[src/rtl/dma_pp_pkg.sv]
// Shared types for the ping-pong DMA channel.
package dma_pp_pkg;
    localparam int DATA_W = 16;
    typedef enum logic [1:0] {ST_IDLE, ST_READ, ST_WRITE} xfer_st_e;
endpackage

[src/rtl/dma_trig_sel.sv]
// Picks one request line out of the request bus, merges it with the software
// trigger, and holds one request that arrives while a transfer is busy.
// Assumes: start is only high while idle, and busy is only high outside idle.
module dma_trig_sel #(
    parameter int NREQ = 32,
    parameter int SELW = $clog2(NREQ)
) (
    input  logic            clk,
    input  logic            rst_n,
    input  logic            arm,
    input  logic            active,
    input  logic [NREQ-1:0] req_lines,
    input  logic [SELW-1:0] sel,
    input  logic            sw_force,
    input  logic            busy,
    input  logic            start,
    output logic            want
);
    logic trig;
    logic pend;

    // Trigger this cycle: the selected line or the force bit, only while enabled.
    always_comb trig = active & (req_lines[sel] | sw_force);
    always_comb want = pend | trig;

    // Held-request flag: set while busy, used up by a start, kept if a new one lands then.
    always_ff @(posedge clk) begin
        if (!rst_n)     pend <= 1'b0;
        else if (arm)   pend <= 1'b0;
        else if (busy)  pend <= pend | trig;
        else if (start) pend <= pend & trig;
    end

    a_r10_pend_held: assert property (@(posedge clk) disable iff (!rst_n)
        busy && trig && !arm |=> pend);
endmodule

[src/rtl/dma_addr_gen.sv]
// RAM pointer and ping-pong buffer select. Steps the pointer after each
// transfer and reloads it at block end, from buffer A or B.
// Assumes: start addresses are aligned to the item size.
module dma_addr_gen #(
    parameter int AW = 11
) (
    input  logic          clk,
    input  logic          rst_n,
    input  logic          arm,
    input  logic [AW-1:0] start_a,
    input  logic [AW-1:0] start_b,
    input  logic          byte_m,
    input  logic          inc,
    input  logic          pingpong,
    input  logic          done,
    input  logic          blk_end,
    output logic [AW-1:0] addr,
    output logic          ppbuf
);
    logic [AW-1:0] step;

    // Pointer step: one byte or one 16-bit word.
    always_comb step = {{(AW-2){1'b0}}, (byte_m ? 2'b01 : 2'b10)};

    // Pointer and buffer select update on arm, at block end, and after each transfer.
    always_ff @(posedge clk) begin
        if (!rst_n) begin
            addr  <= '0;
            ppbuf <= 1'b0;
        end else if (arm) begin
            addr  <= start_a;
            ppbuf <= 1'b0;
        end else if (done && blk_end) begin
            if (pingpong) begin
                ppbuf <= ~ppbuf;
                addr  <= ppbuf ? start_a : start_b;
            end else begin
                addr  <= start_a;
            end
        end else if (done && inc) begin
            addr <= addr + step;
        end
    end

    a_r7_pp_toggle_at_end: assert property (@(posedge clk) disable iff (!rst_n)
        !$stable(ppbuf) |-> $past(arm) || $past(done && blk_end && pingpong));
endmodule

[src/rtl/dma_blk_count.sv]
// Counts the transfers in the current block, flags the last one, and makes
// the block-end or half-block interrupt pulse.
// Assumes: len does not change while the channel is armed.
module dma_blk_count #(
    parameter int CW = 10
) (
    input  logic          clk,
    input  logic          rst_n,
    input  logic          arm,
    input  logic [CW-1:0] len,
    input  logic          half_en,
    input  logic          done,
    output logic          blk_end,
    output logic          irq
);
    logic [CW-1:0] cnt;
    logic [CW-1:0] half_pt;

    // Last transfer and half point, both taken from the length register.
    always_comb begin
        blk_end = (cnt == len);
        half_pt = len >> 1;
    end

    // Transfer counter: restarts on arm and at every block end.
    always_ff @(posedge clk) begin
        if (!rst_n)    cnt <= '0;
        else if (arm)  cnt <= '0;
        else if (done) cnt <= blk_end ? '0 : cnt + 1'b1;
    end

    // Interrupt pulse, registered so it follows the completing transfer.
    always_ff @(posedge clk) begin
        if (!rst_n) irq <= 1'b0;
        else        irq <= done && (half_en ? (cnt == half_pt) : blk_end);
    end

    a_r9_irq_single: assert property (@(posedge clk) disable iff (!rst_n)
        irq |=> !irq);
endmodule

[src/rtl/dma_pp_channel.sv]
// One DMA channel: a read phase on the source port, then a write phase on the
// destination port, per triggered transfer. Includes block modes, ping-pong
// buffers, interrupt and write-collision flags.
// Assumes: direction, size and mode inputs stay stable while the channel is armed.
module dma_pp_channel
    import dma_pp_pkg::*;
#(
    parameter int NREQ = 32,
    parameter int SELW = $clog2(NREQ),
    parameter int AW   = 11,
    parameter int CW   = 10
) (
    input  logic              clk,
    input  logic              rst_n,
    input  logic              cfg_arm,
    input  logic              cfg_byte,
    input  logic              cfg_to_per,
    input  logic              cfg_inc,
    input  logic              cfg_cont,
    input  logic              cfg_pingpong,
    input  logic              cfg_half,
    input  logic [SELW-1:0]   cfg_sel,
    input  logic [CW-1:0]     cfg_len,
    input  logic [AW-1:0]     cfg_start_a,
    input  logic [AW-1:0]     cfg_start_b,
    input  logic              sw_force,
    input  logic [NREQ-1:0]   req_lines,
    output logic              ram_req,
    output logic              ram_we,
    output logic [AW-1:0]     ram_addr,
    output logic [1:0]        ram_be,
    output logic [DATA_W-1:0] ram_wdata,
    input  logic [DATA_W-1:0] ram_rdata,
    input  logic              ram_rdy,
    output logic              per_req,
    output logic              per_we,
    output logic [DATA_W-1:0] per_wdata,
    input  logic [DATA_W-1:0] per_rdata,
    input  logic              per_rdy,
    input  logic              cpu_ram_we,
    input  logic              cpu_per_we,
    output logic              active,
    output logic              ppbuf,
    output logic              irq,
    output logic              err_ram,
    output logic              err_per
);
    xfer_st_e          st;
    logic              want, start, busy, rd_ok, done, blk_end;
    logic [DATA_W-1:0] dbuf, rd_val;

    // Phase decode: which port is in use, and whether this phase is accepted.
    always_comb begin
        busy    = (st != ST_IDLE);
        start   = (st == ST_IDLE) && active && want;
        ram_req = ((st == ST_READ) && cfg_to_per) || ((st == ST_WRITE) && !cfg_to_per);
        per_req = ((st == ST_READ) && !cfg_to_per) || ((st == ST_WRITE) && cfg_to_per);
        ram_we  = (st == ST_WRITE);
        per_we  = (st == ST_WRITE);
        rd_ok   = (st == ST_READ) && (cfg_to_per ? ram_rdy : per_rdy);
        done    = (st == ST_WRITE) && (cfg_to_per ? per_rdy : ram_rdy);
    end

    // Read data: byte lane chosen by address bit 0, zero-extended in byte mode.
    always_comb begin
        if (cfg_to_per)
            rd_val = cfg_byte ? {8'h00, (ram_addr[0] ? ram_rdata[15:8] : ram_rdata[7:0])} : ram_rdata;
        else
            rd_val = cfg_byte ? {8'h00, per_rdata[7:0]} : per_rdata;
    end

    // Write data and lane enables for the destination.
    always_comb begin
        ram_wdata = cfg_byte ? {dbuf[7:0], dbuf[7:0]} : dbuf;
        ram_be    = cfg_byte ? (ram_addr[0] ? 2'b10 : 2'b01) : 2'b11;
        per_wdata = dbuf;
    end

    // Transfer sequencer: idle, then read, then write.
    always_ff @(posedge clk) begin
        if (!rst_n || cfg_arm) st <= ST_IDLE;
        else begin
            case (st)
                ST_IDLE:  if (start) st <= ST_READ;
                ST_READ:  if (rd_ok) st <= ST_WRITE;
                ST_WRITE: if (done)  st <= ST_IDLE;
                default:             st <= ST_IDLE;
            endcase
        end
    end

    // Data holding register between the read phase and the write phase.
    always_ff @(posedge clk) begin
        if (!rst_n)     dbuf <= '0;
        else if (rd_ok) dbuf <= rd_val;
    end

    // Channel enable: set on arm, cleared when the final block of a one-shot run ends.
    always_ff @(posedge clk) begin
        if (!rst_n)       active <= 1'b0;
        else if (cfg_arm) active <= 1'b1;
        else if (done && blk_end && !cfg_cont && (!cfg_pingpong || ppbuf)) active <= 1'b0;
    end

    // Sticky write-collision flags, cleared on arm.
    always_ff @(posedge clk) begin
        if (!rst_n || cfg_arm) begin
            err_ram <= 1'b0;
            err_per <= 1'b0;
        end else begin
            if (ram_req && ram_we && ram_rdy && cpu_ram_we) err_ram <= 1'b1;
            if (per_req && per_we && per_rdy && cpu_per_we) err_per <= 1'b1;
        end
    end

    dma_trig_sel #(.NREQ(NREQ), .SELW(SELW)) i_trig (
        .clk(clk), .rst_n(rst_n), .arm(cfg_arm), .active(active),
        .req_lines(req_lines), .sel(cfg_sel), .sw_force(sw_force),
        .busy(busy), .start(start), .want(want));

    dma_addr_gen #(.AW(AW)) i_addr (
        .clk(clk), .rst_n(rst_n), .arm(cfg_arm), .start_a(cfg_start_a),
        .start_b(cfg_start_b), .byte_m(cfg_byte), .inc(cfg_inc),
        .pingpong(cfg_pingpong), .done(done), .blk_end(blk_end),
        .addr(ram_addr), .ppbuf(ppbuf));

    dma_blk_count #(.CW(CW)) i_cnt (
        .clk(clk), .rst_n(rst_n), .arm(cfg_arm), .len(cfg_len),
        .half_en(cfg_half), .done(done), .blk_end(blk_end), .irq(irq));

    a_r11_ram_hold: assert property (@(posedge clk) disable iff (!rst_n)
        ram_req && !ram_rdy && !cfg_arm |=> ram_req && $stable(ram_addr));

    a_r5_oneshot_off: assert property (@(posedge clk) disable iff (!rst_n)
        done && blk_end && !cfg_cont && !cfg_pingpong && !cfg_arm |=> !active);
endmodule

[config.mk]
export PLATFORM = sky130hd
export DESIGN_NAME = dma_pp_channel
export DESIGN_NICKNAME = d
export VERILOG_FILES = /design/src/rtl/dma_pp_pkg.sv /design/src/rtl/dma_trig_sel.sv /design/src/rtl/dma_addr_gen.sv /design/src/rtl/dma_blk_count.sv /design/src/rtl/dma_pp_channel.sv
export SDC_FILE = /design/constraint.sdc
export NUM_CORES = 1
export LEC_CHECK = 0
export ABC_AREA = 1
export BUFFER_PORTS_ARGS = -buffer_cell sky130_fd_sc_hd__buf_2
export CORE_MARGIN = 2
export CORE_UTILIZATION = 40
export DETAILED_ROUTE_END_ITERATION = 10
export PLACE_DENSITY = 0.72
export SYNTH_ARGS = -nofsm -noshare
export SYNTH_HDL_FRONTEND = slang
export SYNTH_HIERARCHICAL = 1
export SYNTH_SLANG_ARGS = --single-unit
[constraint.sdc]
create_clock -name clk -period 5.6 [get_ports clk]
set_clock_uncertainty 0.15 [all_clocks]
set_input_delay 0.28 -clock clk [delete_from_list [all_inputs] [get_ports clk]]
set_output_delay 0.28 -clock clk [all_outputs]
set_load 0.005 [all_outputs]
Word-level counts from Yosys, hierarchy flattened
Index checks and enable logic that the tools add are counted.
Word-level totals
  flip-flop bits (word level): 45
  input bits: 115
  output and inout port bits: 54
  word-level logic and storage cells: 88
Operators by class
  $add $sub $neg: 2
  magnitude comparators: 1
  equality and inequality tests: 7
  mux-type cells: 27
  bitwise operators: 6
  reduce and logical (&&, ||, !) cells: 35
Operator list (number)
  $mux 16: 4
  $mux 11: 5
  $logic_and 1x1->1: 19
  $mux 2: 6
  $add 11x2->11: 1
  $add 10x1->10 const B: 1
  $eq 10x10->1: 1
  $eq 10x9->1: 1
  $mux 10: 1
  $mux 1: 8
  $mux 8: 1
  $lt 5x6->1 const B: 1
  $pmux 2 s3: 1
  $reduce_bool 2->1: 3
  $bmux 1 s5: 1
  $logic_not 1->1: 4
  $logic_or 1x1->1: 4
  $ne 2x1->1 const B: 2
  $reduce_and 3->1: 1
  $reduce_bool 3->1: 1
  $and 1x1->1: 2
  $eq 2x1->1 const B: 1
  $eq 2x2->1 const B: 1
  $logic_not 2->1: 1
  5 further kinds: 7

Depth between registers and ports, before layout
Gate-level depths: netlist of the first run.
  depth after elaboration: 8
  gate-level depth with buffers: 18
  gate-level depth less buffers: 16

By module
Netlist of the first run, hierarchy kept.
By module, submodules not included
  dma_pp_channel: times used 1, cells each 207, area each 1385.1 um^2, seq. area each 420.4 um^2
  dma_addr_gen: times used 1, cells each 175, area each 1119.8 um^2, seq. area each 240.2 um^2
  dma_blk_count: times used 1, cells each 160, area each 900.9 um^2, seq. area each 220.2 um^2
  dma_trig_sel: times used 1, cells each 107, area each 494.2 um^2, seq. area each 20.0 um^2

Worst setup path after synthesis of the first run
OpenSTA, ideal clock, no wires.
  path kind: input to register
  start point: in cfg_to_per
  end point: reg i_cnt.cnt[9]
  setup time: 0.063 ns
  arrival time: 1.870 ns
  data required time: 5.387 ns
  path slack: 3.517 ns
  stages on the path: 15
  path buffers: 2
  cells stage by stage: inv_2 buf_2 nand2_1 nand2_1 inv_1 nor3_1 buf_2 inv_2 nor2_4 nand3_2 nor2_2 nand2_1 nand2_1 nand2_1 nor2_2
On the way
  longest elaborated chain between the ends: 2
RTL lines
  from (decl): line dma_pp_channel.sv:17  | input logic cfg_to_per,
  $mux 1: line dma_pp_channel.sv:61  | done = (st == ST_WRITE) && (cfg_to_per ? per_rdy : ram_rdy);
  $logic_and 1x1->1: line dma_pp_channel.sv:61
  named net done: line dma_pp_channel.sv:49  | logic want, start, busy, rd_ok, done, blk_end;
  to (signal assigned): line dma_blk_count.sv:29  | else if (done) cnt <= blk_end ? '0 : cnt + 1'b1;
  to (decl): line dma_blk_count.sv:16  | logic [CW-1:0] cnt;
The timed path passes the listed nets, and every way through them passes these cells.
A chain may end at the register's enable or synchronous reset.

Worst setup path in the final report of the first run
  start point: reg i_cnt.cnt[0]
  end point: reg i_addr.addr[7]
On the way
  longest elaborated chain between the ends: 4
  elaborated cells between the ends (all ways): 5
  those cells by class: eq/ne: 1; mux: 2; reduce/logical: 2
RTL lines
  $eq 10x10->1 *: line dma_blk_count.sv:21  | blk_end = (cnt == len);
  named net blk_end: line dma_pp_channel.sv:49
  $logic_and 1x1->1 *: line dma_addr_gen.sv:33  | end else if (done && blk_end) begin
  $mux 11: line dma_addr_gen.sv:33
  $mux 11: line dma_addr_gen.sv:30  | end else if (arm) begin
  to (signal assigned): line dma_addr_gen.sv:31  | addr <= start_a;
  to (signal assigned): line dma_addr_gen.sv:36  | addr <= ppbuf ? start_a : start_b;
  to (signal assigned): line dma_addr_gen.sv:38  | addr <= start_a;
  to (decl): line dma_addr_gen.sv:17  | output logic [AW-1:0] addr,
The timed path passes the listed nets; every way through them passes the cells marked *.

==> results of run 1 <==
## Yosys cell counts, types with 4 or more instances
master,count,area share (%)
sky130_fd_sc_hd__nand3_2,4,1.0
sky130_fd_sc_hd__o21ai_1,12,1.5
sky130_fd_sc_hd__xor2_1,5,1.1
sky130_fd_sc_hd__dfxtp_1,45,23
sky130_fd_sc_hd__inv_1,84,8.1
sky130_fd_sc_hd__nor3_1,10,1.3
sky130_fd_sc_hd__buf_6,5,1.4
sky130_fd_sc_hd__nand4_1,6,0.96
sky130_fd_sc_hd__buf_2,7,0.90
sky130_fd_sc_hd__a21oi_1,26,3.3
sky130_fd_sc_hd__buf_4,11,2.1
sky130_fd_sc_hd__o21ai_0,18,2.3
sky130_fd_sc_hd__nand3_1,44,5.6
sky130_fd_sc_hd__nor2_1,83,8.0
sky130_fd_sc_hd__nand2_2,15,2.4
sky130_fd_sc_hd__nor2_2,13,2.1
sky130_fd_sc_hd__mux2_2,7,2.0
sky130_fd_sc_hd__nand2_1,196,19
sky130_fd_sc_hd__inv_2,9,0.87
sky130_fd_sc_hd__a21oi_2,4,0.90
## worst max-delay path, stage by stage (launching register included)
cell	delay [ps]
sky130_fd_sc_hd__dfxtp_1	480
sky130_fd_sc_hd__nand2_1	80
sky130_fd_sc_hd__inv_1	60
sky130_fd_sc_hd__nor2_1	30
sky130_fd_sc_hd__nor2_1	130
sky130_fd_sc_hd__nand3_1	120
sky130_fd_sc_hd__nor2_1	250
sky130_fd_sc_hd__nand2_4	150
sky130_fd_sc_hd__inv_6	140
sky130_fd_sc_hd__nor2_8	60
sky130_fd_sc_hd__nand2_8	150
sky130_fd_sc_hd__nand2_1	80
sky130_fd_sc_hd__nor2_1	140
sky130_fd_sc_hd__a21oi_2	60
## layout make-up
| type | count | area (sq um) |
|---|---|---|
| clock buffer | 5 | 68.8 |
| clock inverter | 3 | 17.5 |
| fill | 1048 | 4860 |
| inverter | 97 | 380 |
| multi-input combinational | 481 | 2400 |
| sequential | 45 | 901 |
| tap | 133 | 166 |
| timing repair buffer | 169 | 848 |
## metal layers
metal	vias up	track usage (%)
met4	0	6.48
met3	16	3.53
met5	-	0
met2	144	35.2
li1	2318	-
met1	1905	27.2
## worst paths after layout
path | from | end | slack, ps | depth (start not counted)
worst max-delay path | i_cnt/cnt[0]$_SDFFE_PP0P_ | i_addr/addr[7]$_SDFFE_PN0P_ | 3420 | 13
worst max register to register | i_cnt/cnt[0]$_SDFFE_PP0P_ | i_addr/addr[7]$_SDFFE_PN0P_ | 3420 | 13
worst min register to register | err_ram$_SDFFE_PP0P_ | err_ram$_SDFFE_PP0P_ | 310 | 2
worst min-delay path | cfg_half | i_cnt/irq$_SDFF_PN0_ | 80 | 3
## where the power goes
group	internal, W	switching, W	leakage, nW
Sequential	0.000327	0.0000102	0.366
Combinational	0.0000750	0.0000990	2.19
Clock	0.0000864	0.000118	0.0439
Total	0.000489	0.000227	2.60
## cells by family (layout without fill, tap and decap cells)
logic type,after synthesis,count (layout),synth area share [%]
AND/OR/NAND/NOR,388,388,45.2
buffers and inverters,123,274,15.3
AO/OA/AOI/OAI,73,73,10.7
flip-flops,45,45,23.1
XOR/XNOR,8,8,1.80
multiplexers,8,8,2.31
adder cells (fa/ha/maj),4,4,1.48
## sequential cells by signal (all words and copies together), names as in the netlist
name	cells
i_cnt/cnt	10
err_ram	1
st	2
i_addr/addr	11
i_addr/ppbuf	1
i_cnt/irq	1
err_per	1
active	1
i_trig/pend	1
per_wdata	16
## through the flow
step	total power [W]	utilization, %	hold slack, ps
after floorplan	0.000449	-	265
after global placement	0.000518	48.7	288
after detailed placement	0.000518	48.7	293
after CTS	0.000725	49.6	65.8
after global routing	0.000762	49.6	76.7
final	0.000716	49.6	82.8
==> Flow_metrics.wiki, run 1 <==
{| class="wikitable"
! Metric !! Value
|-
| Status || finished, final reports clean
|-
| Syn Inst Count || 649
|-
| Number of violations of the max-capacitance limit || 0
|-
| Final standard cell area without fillers || approximately 4800 sq um
|-
| Worst slew slack as a fraction of its limit || 68.2%
|-
| Number of cells upsized or downsized after cts || 0
|-
| Critical path arrival || 2230 ps
|-
| Clock latency reported for the late side of the worst-skew pair || about 300 ps
|-
| Placement-stage cell area || ~4700 sq um
|-
| Number of synthesized register bits || 45
|-
| Classification of the worst setup path || flop to flop
|-
| Placement row count || 36
|-
| Post-route clock period utilization || 38.9%
|-
| Min-Delay Path Class || input port to flop
|-
| Largest net degree at the start of global routing || 25
|-
| Via density per instance || about 4.7
|-
| Avg Inst Size Synth || 6.01 sq um
|-
| Final Critical Period || roughly 2200 ps
|-
| Number of remaining DRC errors || 0
|-
| Mapped Area || 3900 sq um
|-
| Sequential element share of the synthesized area || 23.1%
|-
| Data required time at the worst endpoint || 5660 ps
|-
| Total Routed Length || 10800 um
|-
| Setup repair after global routing missed its margin || no
|-
| Detailed route wirelength on metal2 || slightly below 5000 um
|-
| Total core area || 9640 sq um
|-
| Post-layout instance count excluding filler cells || 933
|-
| Total leakage power || 2.60 nW
|-
| Number of clock sinks seen by CTS || between 40 and 50
|-
| Highest-count cells in the layout ignoring fill and taps || 196 x sky130_fd_sc_hd__nand2_1, 168 x sky130_fd_sc_hd__buf_2, 84 x sky130_fd_sc_hd__inv_1
|-
| Clk pin slew, worst setup/hold paths || 100 ps
|-
| Inst Count DP || 925
|-
| Share of layout cells above drive strength 1 || just over 30%
|-
| Final WS setup || 3420 ps
|-
| Hold Vio Cnt, Final || 0
|-
| Slew @ Worst Pin || 477 ps
|-
| Highest Clock Rate || 459 MHz
|-
| Count of flip-flops with a built-in enable after synthesis || 0
|-
| Highest metal layer with signal wires || met4
|-
| Max FO, Critical Path || 17
|-
| Leftover overflow at the end of global routing || 0
|-
| Die extent in y || 103 um
|-
| Synth cell types || 45
|-
| IO Count || 169
|-
| Highest ir drop seen on vdd || between 0.09 and 0.1 mV
|-
| Setup violators final || 0
|-
| Final layout net count || 918
|-
| Remaining antenna violation count || 0
|-
| Aggregate global-route resource usage || 20.8%
|-
| Yosys warning total || 6
|-
| Hold-fix buffers at CTS || 0
|-
| Clock tree from TritonCTS || done
|-
| Post-synth ARST share || 0%
|-
| Worst Setup Slack post-DPL || about 3200 ps
|-
| Routability-driven placement congestion ratio || between 0.9 and 1
|-
| Total Die Area || 10600 sq um
|-
| Antenna Diode Count || 0
|-
| DR WL met3 || 652 um
|-
| Initial antenna violation count || 0
|-
| Length of routed wiring on met1 || 5000 um
|-
| Number of design-rule violations left by the first detailed-router iteration || 102
|-
| Max Slew Vio Count || 0
|-
| Root buf cell || sky130_fd_sc_hd__clkbuf_8
|-
| Total setup buffers inserted after CTS || 0
|-
| Port bufs || between 150 and 200
|-
| Most common cell after layout, fill and taps aside || sky130_fd_sc_hd__nand2_1
|-
| Number of buffers added by the clock tree synthesis step || 5
|-
| Net Count, Synth || around 770
|-
| Number of vias in the routed layout || between 4000 and 5000
|-
| DR pass1 iterations || 4
|-
| CP startpoint kind || flop
|-
| Die W || 103 um
|-
| Wire length per cell || 11.5 um
|-
| CTS H-Tree Depth || 2
|-
| Number of global-route vias before repair || 3978
|-
| Initial core utilization || 40.5%
|-
| Nature of the critical path endpoint || flop
|-
| Power per cell area || 150 nW/um^2
|-
| Maximum buffer depth of the clock tree || 2
|-
| Summed negative setup slack over all endpoints || 0 ps
|-
| Wire length of the first global-routing pass || 17700 um
|-
| Post-detail-place hpwl || 8570 um
|-
| Primary FF master, synth || sky130_fd_sc_hd__dfxtp_1
|-
| Area Overhead vs Synth || 22.7%
|}
Power figures use the tool's default switching activity.
==> run 2, diff against run 1 <==
ABC_AREA = 0   (was 1)
PLACE_DENSITY = 0.76   (was 0.72)
clock period = 2 ns   (was 5.6 ns; I/O delays follow)
==> run 2 against run 1 <==
The flow now finishes with violations (negative setup slack). Wire length rose by 13%. Worst setup slack got worse by 3400 ps. First-iteration DRC count rose by 18%. Cell count fell by 21%. Non-clock buffer count rose by 74. Die area fell by 8.3%. Count of clock-buffer cells in the layout did not move. Sequential share of layout area fell by 0.98 points. Area after synthesis fell by 8.7%. Fmax rose by 7.9%. Power rose to 2.9 times the previous value. Combinational power rose to 3.1 times the previous value. Largest cell class unchanged.
==> Flow_metrics.wiki, run 2 <==
{| class="wikitable"
! Metric !! Value
|-
| Relative contribution of sequential cells to total power || 45.2% (was 47.1%)
|-
| IO Count || 169 (unchanged)
|-
| Post-synth ARST share || 0% (unchanged)
|-
| Critical path arrival || 2070 ps (was 2230 ps)
|-
| Via density per instance || 5.54 (was 4.70)
|-
| CP startpoint kind || flop (unchanged)
|-
| Root buf cell || sky130_fd_sc_hd__clkbuf_8 (unchanged)
|-
| Synth cell types || 64 (was 45)
|-
| Number of flip-flops in the largest register || 16 (unchanged)
|-
| Post-detail-place hpwl || 8960 um (was 8570 um)
|-
| Mapped Area || 3560 sq um (was 3900 sq um)
|-
| Synth top area share || 25.3% (was 23.1%)
|-
| Worst slew slack as a fraction of its limit || 69.4% (was 68.2%)
|-
| Placement-stage cell area || 4560 sq um (was 4700 sq um)
|-
| Total Routed Length || 12100 um (was 10800 um)
|-
| Primary FF master, synth || sky130_fd_sc_hd__dfxtp_1 (unchanged)
|-
| Final standard cell area without fillers || 5090 sq um (was 4780 sq um)
|-
| Gr busiest metal || met2 (unchanged)
|-
| Clk pin slew, worst setup/hold paths || 90 ps (was 100 ps)
|-
| Number of fill cells in the layout || 778 (was 1048)
|-
| Clock tree from TritonCTS || done (unchanged)
|-
| Setup repair after global routing missed its margin || yes (was no)
|-
| Number of vias in the routed layout || 4092 (was 4383)
|-
| Die extent in y || 98.4 um (was 103 um)
|-
| Final WS setup || -17.9 ps (was 3420 ps)
|-
| Number of clock sinks seen by CTS || 45 (unchanged)
|-
| Total Die Area || 9680 sq um (was 10600 sq um)
|-
| Largest area contributor in the netlist || sky130_fd_sc_hd__dfxtp_1 (unchanged)
|-
| Number of synthesized register bits || 45 (unchanged)
|-
| Worst hold path stage count || 3 (unchanged)
|-
| Highest ir drop seen on vdd || 0.269 mV (was 0.0942 mV)
|-
| Nature of the critical path endpoint || flop (unchanged)
|-
| Worst Setup Slack post-DPL || -116 ps (was 3190 ps)
|-
| Net Count, Synth || 534 (was 768)
|-
| Met1 Use GR || 30.1% (was 27.2%)
|-
| Yosys warning total || 6 (unchanged)
|-
| Data required time at the worst endpoint || 2050 ps (was 5660 ps)
|-
| Highest Clock Rate || 496 MHz (was 459 MHz)
|-
| Port bufs || 168 (unchanged)
|-
| Min-Delay Path Class || input port to flop (unchanged)
|-
| Antenna Diode Count || 0 (unchanged)
|-
| Power per cell area || 411 nW/um^2 (was 150 nW/um^2)
|-
| Number of remaining DRC errors || 0 (unchanged)
|-
| Final Critical Period || 2020 ps (was 2180 ps)
|-
| Part of the power in combinational logic || 26.0% (was 24.3%)
|-
| Classification of the worst setup path || flop to flop (unchanged)
|-
| Total leakage power || 2.27 nW (was 2.60 nW)
|-
| Inst Count DP || 693 (was 925)
|-
| Number of design-rule violations left by the first detailed-router iteration || 120 (was 102)
|-
| Max Slew Vio Count || 0 (unchanged)
|-
| Share of layout cells above drive strength 1 || 43.9% (was 31.0%)
|-
| Die W || 98.4 um (was 103 um)
|-
| Wire length of the first global-routing pass || 19800 um (was 17700 um)
|-
| Most instantiated cells after synthesis || 45 x sky130_fd_sc_hd__dfxtp_1, 34 x sky130_fd_sc_hd__nand2_1, 23 x sky130_fd_sc_hd__o21ai_0, 22 x sky130_fd_sc_hd__mux2i_1, 22 x sky130_fd_sc_hd__xnor2_1 (was 196 x sky130_fd_sc_hd__nand2_1, 84 x sky130_fd_sc_hd__inv_1, 83 x sky130_fd_sc_hd__nor2_1, 45 x sky130_fd_sc_hd__dfxtp_1, 44 x sky130_fd_sc_hd__nand3_1)
|-
| M3 GR Usage || 3.51% (was 3.53%)
|-
| Violations in the final reports || negative setup slack
|-
| Final layout net count || 749 (was 918)
|-
| Initial antenna violation count || 0 (unchanged)
|-
| Clock latency reported for the late side of the worst-skew pair || 310 ps (was 300 ps)
|-
| Max FO, Critical Path || 6 (was 17)
|-
| Maximum buffer depth of the clock tree || 2 (unchanged)
|-
| Hold Vio Cnt, Final || 0 (unchanged)
|-
| Post-layout instance count excluding filler cells || 739 (was 933)
|-
| Number of global-route vias before repair || 4218 (was 3978)
|-
| Most area-consuming cells after synthesis || sky130_fd_sc_hd__dfxtp_1 25%, sky130_fd_sc_hd__mux2i_1 6.2%, sky130_fd_sc_hd__xnor2_1 5.4% (was sky130_fd_sc_hd__dfxtp_1 23%, sky130_fd_sc_hd__nand2_1 19%, sky130_fd_sc_hd__inv_1 8.1%)
|-
| Internal || 0.00145 W (was 0.000489 W)
|-
| Met2 global-route usage || 44.1% (was 35.2%)
|-
| Post-route clock period utilization || 101% (was 38.9%)
|-
| Status || finished with violations (was finished, final reports clean)
|-
| Number of violations of the max-capacitance limit || 0 (unchanged)
|-
| Routability-driven placement congestion ratio || 0.938 (was 0.900)
|-
| Largest net degree at the start of global routing || 22 (was 25)
|-
| Aggregate global-route resource usage || 24.4% (was 20.8%)
|-
| Leftover overflow at the end of global routing || 0 (unchanged)
|-
| Placement row count || 34 (was 36)
|-
| Total core area || 8680 sq um (was 9640 sq um)
|-
| Syn Inst Count || 415 (was 649)
|-
| Sequential element share of the synthesized area || 25.3% (was 23.1%)
|-
| Worst reg2reg path depth || 7 (was 13)
|-
| Most common cell after layout, fill and taps aside || sky130_fd_sc_hd__buf_2 (was sky130_fd_sc_hd__nand2_1)
|-
| Area Overhead vs Synth || 43.0% (was 22.7%)
|-
| Initial core utilization || 41.0% (was 40.5%)
|-
| Slew @ Worst Pin || 450 ps (was 477 ps)
|-
| Remaining antenna violation count || 0 (unchanged)
|-
| Wire length per cell || 16.4 um (was 11.5 um)
|-
| Switching fraction of total power || 30.7% (was 31.8%)
|-
| Number of buffers added by the clock tree synthesis step || 5 (unchanged)
|-
| Most numerous cell in the Yosys netlist || sky130_fd_sc_hd__dfxtp_1 (was sky130_fd_sc_hd__nand2_1)
|-
| Setup violators final || 3 (was 0)
|-
| Count of flip-flops with a built-in enable after synthesis || 0 (unchanged)
|-
| Switch Pwr || 0.000643 W (was 0.000227 W)
|-
| Avg Inst Size Synth || 8.58 sq um (was 6.01 sq um)
|-
| CTS H-Tree Depth || 2 (unchanged)
|-
| Clk pwr share || 28.8% (was 28.6%)
|-
| Fin util || 58.7% (was 49.6%)
|-
| DR pass1 iterations || 4 (unchanged)
|-
| Highest-count cells in the layout ignoring fill and taps || 168 x sky130_fd_sc_hd__buf_2, 39 x sky130_fd_sc_hd__buf_4, 38 x sky130_fd_sc_hd__dfxtp_1 (was 196 x sky130_fd_sc_hd__nand2_1, 168 x sky130_fd_sc_hd__buf_2, 84 x sky130_fd_sc_hd__inv_1)
|-
| Summed negative setup slack over all endpoints || -37.5 ps (was 0 ps)
|}
[run 2: cell count changes after synthesis, moves of 14 or more]
cell	previous run	this run
sky130_fd_sc_hd__xnor2_1	3	22
sky130_fd_sc_hd__a211oi_1	1	15
sky130_fd_sc_hd__inv_1	84	11
sky130_fd_sc_hd__mux2i_1	0	22
sky130_fd_sc_hd__nand2_1	196	34
sky130_fd_sc_hd__nand3_1	44	10
sky130_fd_sc_hd__nand2_2	15	0
sky130_fd_sc_hd__nor2_1	83	11
[run 2: critical path, stage by stage (launching register included)]
cell                       delay, ps
sky130_fd_sc_hd__dfxtp_2         340
sky130_fd_sc_hd__xnor2_2         170
sky130_fd_sc_hd__nand4_1         200
sky130_fd_sc_hd__nor3_4          280
sky130_fd_sc_hd__nand2_4          60
sky130_fd_sc_hd__or3_4           430
sky130_fd_sc_hd__o221ai_2        180
sky130_fd_sc_hd__a31oi_1         100
[run 2: power groups by stage]
stage	Clock [W]	Combinational, W	Sequential (W)
3_3_place_gp	0	0.000467	0.000964
5_1_grt	0.000664	0.000593	0.000949
2_1_floorplan	0	0.000259	0.000962
3_5_place_dp	0	0.000479	0.000965
6_report	0.000603	0.000544	0.000945
4_1_cts	0.000629	0.000530	0.000944
[run 2: layout make-up]
class	count	area (sq um)	share of cell area [%]
clock buffers	5	68.8	1.35
repair buffers	243	1510	29.5
multi-input cells	324	2410	47.3
clock inverters	3	25.0	0.491
inverters	11	41.3	0.810
flip-flops and latches	45	910	17.9
well taps	108	135	2.65
[run 2: kinds of logic after synthesis]
logic type      Yosys count  share of synthesized area [%]
compound gates          116                           22.8
xor+xnor                 28                           7.52
fa+ha+maj                 4                           1.62
buf+inv                  46                           8.92
simple gates            136                           21.8
flops                    45                           25.3
mux                      40                           12.0
[run 2: per-stage QoR]
stage / total power (W) / hold WS [ps]
floorplan: 0.00122 / 64.6
global placement: 0.00143 / 222
detailed placement: 0.00144 / 227
CTS: 0.00210 / 7.85
global route: 0.00221 / 36.3
finish: 0.00209 / 22.5
[run 2: worst paths after layout]
check,from,slack [ps],to
max,i_cnt/cnt[7]$_SDFFE_PP0P_,-20,i_addr/addr[6]$_SDFFE_PN0P_
min,per_rdata[1],20,per_wdata[1]$_SDFFE_PN0P_
max reg2reg,i_cnt/cnt[7]$_SDFFE_PP0P_,-20,i_addr/addr[6]$_SDFFE_PN0P_
min reg2reg,per_wdata[15]$_SDFFE_PN0P_,350,per_wdata[15]$_SDFFE_PN0P_
[run 2: repair_timing]
action                                 in CTS  in global routing
setup buffers                               2                  2
resized for setup                           7                 11
endpoints found under the hold margin      21                  0
hold buffers                               34                  0
pin swaps                                   3                  5
setup endpoints to repair                   9                 21
[run 2: layer usage]
layer	wire length (um)	part of all wire, %
met5	0	0
met2	6210	51
met1	4940	41
met3	772	6.4
met4	205	1.7
==> run 3, diff against run 2 <==
CORE_UTILIZATION = 43   (was 40)
PLACE_DENSITY = 0.81   (was 0.76)
SKIP_LAST_GASP = 1   (was not set)
==> run 3 against run 2 <==
The run now ends clean. Die area is 6.7% lower. Combinational power is 1% lower. Register-to-register slack better by 30 ps. Utilization is 4.2 points higher. Power is 11% higher. Count of clock-buffer cells in the layout stayed put. Critical path depth stayed put. Worst hold slack worse by 16 ps. Fmax is 1.6% higher. Cell count is 0.95% lower. Critical path type unchanged. Highest routed layer unchanged.
==> Flow_metrics.wiki, run 3 (synthesis results as in run 2) <==
{| class="wikitable"
! Metric !! Value
|-
| Die extent in y || 95.0 um (was 98.4 um)
|-
| Initial core utilization || 43.8% (was 41.0%)
|-
| Worst Hold Slack || 6.09 ps (was 22.5 ps)
|-
| Classification of the worst setup path || flop to flop (unchanged)
|-
| Worst hold path stage count || 3 (unchanged)
|-
| Placement-stage cell area || 4550 sq um (was 4560 sq um)
|-
| Leftover overflow at the end of global routing || 0 (unchanged)
|-
| Placement row count || 33 (was 34)
|-
| Data required time at the worst endpoint || 2050 ps (about the same)
|-
| Total core area || 8130 sq um (was 8680 sq um)
|-
| Total Die Area || 9030 sq um (was 9680 sq um)
|-
| Setup violators final || 0 (was 3)
|-
| Total Routed Length || 12000 um (was 12100 um)
|-
| Number of vias in the routed layout || 4128 (was 4092)
|-
| Status || finished, final reports clean (was finished with violations)
|-
| Post-detail-place hpwl || 8900 um (was 8960 um)
|-
| Number of global-route vias before repair || 4026 (was 4218)
|-
| End of the worst register-to-register path || i_addr/addr[5]$_SDFFE_PN0P_ (was i_addr/addr[6]$_SDFFE_PN0P_)
|-
| Share of layout cells above drive strength 1 || 44.5% (was 43.9%)
|-
| Area Overhead vs Synth || 43.6% (was 43.0%)
|-
| Via density per instance || 5.64 (was 5.54)
|-
| Hold Vio Cnt, Final || 0 (unchanged)
|-
| Highest ir drop seen on vdd || 0.365 mV (was 0.269 mV)
|-
| Total leakage power || 2.29 nW (was 2.27 nW)
|-
| Nature of the critical path endpoint || flop (unchanged)
|-
| Number of design-rule violations left by the first detailed-router iteration || 150 (was 120)
|-
| Final Critical Period || 1990 ps (was 2020 ps)
|-
| Worst reg2reg path depth || 7 (unchanged)
|-
| Worst slew slack as a fraction of its limit || 66.0% (was 69.4%)
|-
| Number of flip-flops in the largest register || 16 (unchanged)
|-
| Clock tree from TritonCTS || done (unchanged)
|-
| Final layout net count || 745 (was 749)
|-
| Max Slew Vio Count || 0 (unchanged)
|-
| Largest net degree at the start of global routing || 22 (unchanged)
|-
| Launch point of the critical path || i_cnt/cnt[7]$_SDFFE_PP0P_ (unchanged)
|-
| Clock latency reported for the late side of the worst-skew pair || 300 ps (was 310 ps)
|-
| Most common cell after layout, fill and taps aside || sky130_fd_sc_hd__buf_2 (unchanged)
|-
| Maximum buffer depth of the clock tree || 2 (unchanged)
|-
| Number of clock sinks seen by CTS || 45 (unchanged)
|-
| Routability-driven placement congestion ratio || 0.898 (was 0.938)
|-
| Setup repair after global routing missed its margin || yes (unchanged)
|-
| Post-route clock period utilization || 99.3% (was 101%)
|-
| Wire length per cell || 16.3 um (was 16.4 um)
|-
| Clk pin slew, worst setup/hold paths || 100 ps (was 90 ps)
|-
| Register-to-register setup slack || 10 ps (was -20 ps)
|-
| Min-Delay Path Class || input port to flop (unchanged)
|-
| CTS H-Tree Depth || 2 (unchanged)
|-
| Root buf cell || sky130_fd_sc_hd__clkbuf_8 (unchanged)
|-
| Max FO, Critical Path || 6 (unchanged)
|-
| Number of violations of the max-capacitance limit || 0 (unchanged)
|-
| Highest Clock Rate || 504 MHz (was 496 MHz)
|-
| Start point of the worst min-delay path || ram_rdata[1] (was per_rdata[1])
|-
| Antenna Diode Count || 0 (unchanged)
|-
| Final standard cell area without fillers || 5110 sq um (was 5090 sq um)
|-
| IO Count || 169 (unchanged)
|-
| Aggregate global-route resource usage || 25.3% (was 24.4%)
|-
| Number of remaining DRC errors || 0 (unchanged)
|-
| Remaining antenna violation count || 0 (unchanged)
|-
| Critical path arrival || 2030 ps (was 2070 ps)
|-
| Wire length of the first global-routing pass || 18200 um (was 19800 um)
|-
| Initial antenna violation count || 0 (unchanged)
|-
| CP startpoint kind || flop (unchanged)
|-
| Port bufs || 168 (unchanged)
|-
| DR pass1 iterations || 4 (unchanged)
|-
| Setup crit end || i_addr/addr[5]$_SDFFE_PN0P_ (was i_addr/addr[6]$_SDFFE_PN0P_)
|-
| Die W || 95.0 um (was 98.4 um)
|-
| Highest-count cells in the layout ignoring fill and taps || 168 x sky130_fd_sc_hd__buf_2, 40 x sky130_fd_sc_hd__dfxtp_1, 38 x sky130_fd_sc_hd__buf_4 (was 168 x sky130_fd_sc_hd__buf_2, 39 x sky130_fd_sc_hd__buf_4, 38 x sky130_fd_sc_hd__dfxtp_1)
|-
| Slew @ Worst Pin || 500 ps (was 450 ps)
|-
| FF-to-FF Start || i_cnt/cnt[7]$_SDFFE_PP0P_ (unchanged)
|-
| Power per cell area || 456 nW/um^2 (was 411 nW/um^2)
|-
| Number of buffers added by the clock tree synthesis step || 5 (unchanged)
|}
run 3: cell types whose count changed in the layout (fill, tap and decap cells not counted), moves of 2 or more:
cell                            before  now
sky130_fd_sc_hd__dlygate4sd3_1      34   27
sky130_fd_sc_hd__buf_6               1    5
sky130_fd_sc_hd__o21ai_1             6    3
sky130_fd_sc_hd__xnor2_1            18   21
sky130_fd_sc_hd__xnor2_2             7    4
sky130_fd_sc_hd__bufinv_16           0    2
sky130_fd_sc_hd__dfxtp_1            38   40
sky130_fd_sc_hd__dfxtp_2             7    5
sky130_fd_sc_hd__o21ai_2             0    2
run 3: area by class of cell:
class / count / area, sq um
Clock inverter: 3 / 68.8
Inverter: 11 / 41.3
Timing Repair Buffer: 239 / 1470
Clock buffer: 5 / 68.8
Multi-Input combinational cell: 324 / 2420
Fill cell: 684 / 3020
Sequential cell: 45 / 907
Tap cell: 105 / 131
run 3: repair_timing:
action,CTS,global route
setup endpoints to repair,11,20
hold buffers,27,0
pin swaps,3,17
endpoints found under the hold margin,19,0
setup buffers,1,6
resized for setup,2,20
run 3: how the worst min path moves through the flow:
stage	endpoint	slack (ps)
6_report	per_wdata[1]$_SDFFE_PN0P_	6
3_3_place_gp	per_wdata[3]$_SDFFE_PN0P_	230
5_1_grt	per_wdata[1]$_SDFFE_PN0P_	10
4_1_cts	per_wdata[1]$_SDFFE_PN0P_	1
3_5_place_dp	per_wdata[3]$_SDFFE_PN0P_	220
2_1_floorplan	active$_SDFFE_PN0P_	60
run 3: per-stage QoR:
step           setup WS (ps)  power, W  instances  util [%]  TNS, ps
4_1_cts                 3.36   0.00233        726      61.2        0
3_5_place_dp            -142   0.00144        690      56.0     -764
6_report                14.8   0.00233        732      62.9        0
2_1_floorplan           -282   0.00122        415         -    -1710
3_3_place_gp            -111   0.00143        690      56.0     -429
5_1_grt                 -174   0.00243        732      62.9    -1410
run 3: report_power, final:
group,switching (W),internal [W]
clock,0.000344,0.000503
sequential,0.0000278,0.000917
combinational,0.000263,0.000274
run 3: metal layers:
metal	global-route usage, %	routed length [um]
met2	48.0	6180
met1	29.1	4820
met3	4.19	820
met5	0	0
met4	6.52	142
run 3: worst max-delay path, stage by stage, from the launching register on:
cell and delay, ps:
sky130_fd_sc_hd__dfxtp_1 330, sky130_fd_sc_hd__xnor2_1 170, sky130_fd_sc_hd__nand4_1 200, sky130_fd_sc_hd__nor3_4 290, sky130_fd_sc_hd__nand2_4 80, sky130_fd_sc_hd__or3_4 390
sky130_fd_sc_hd__o221ai_2 200, sky130_fd_sc_hd__nor3b_2 70
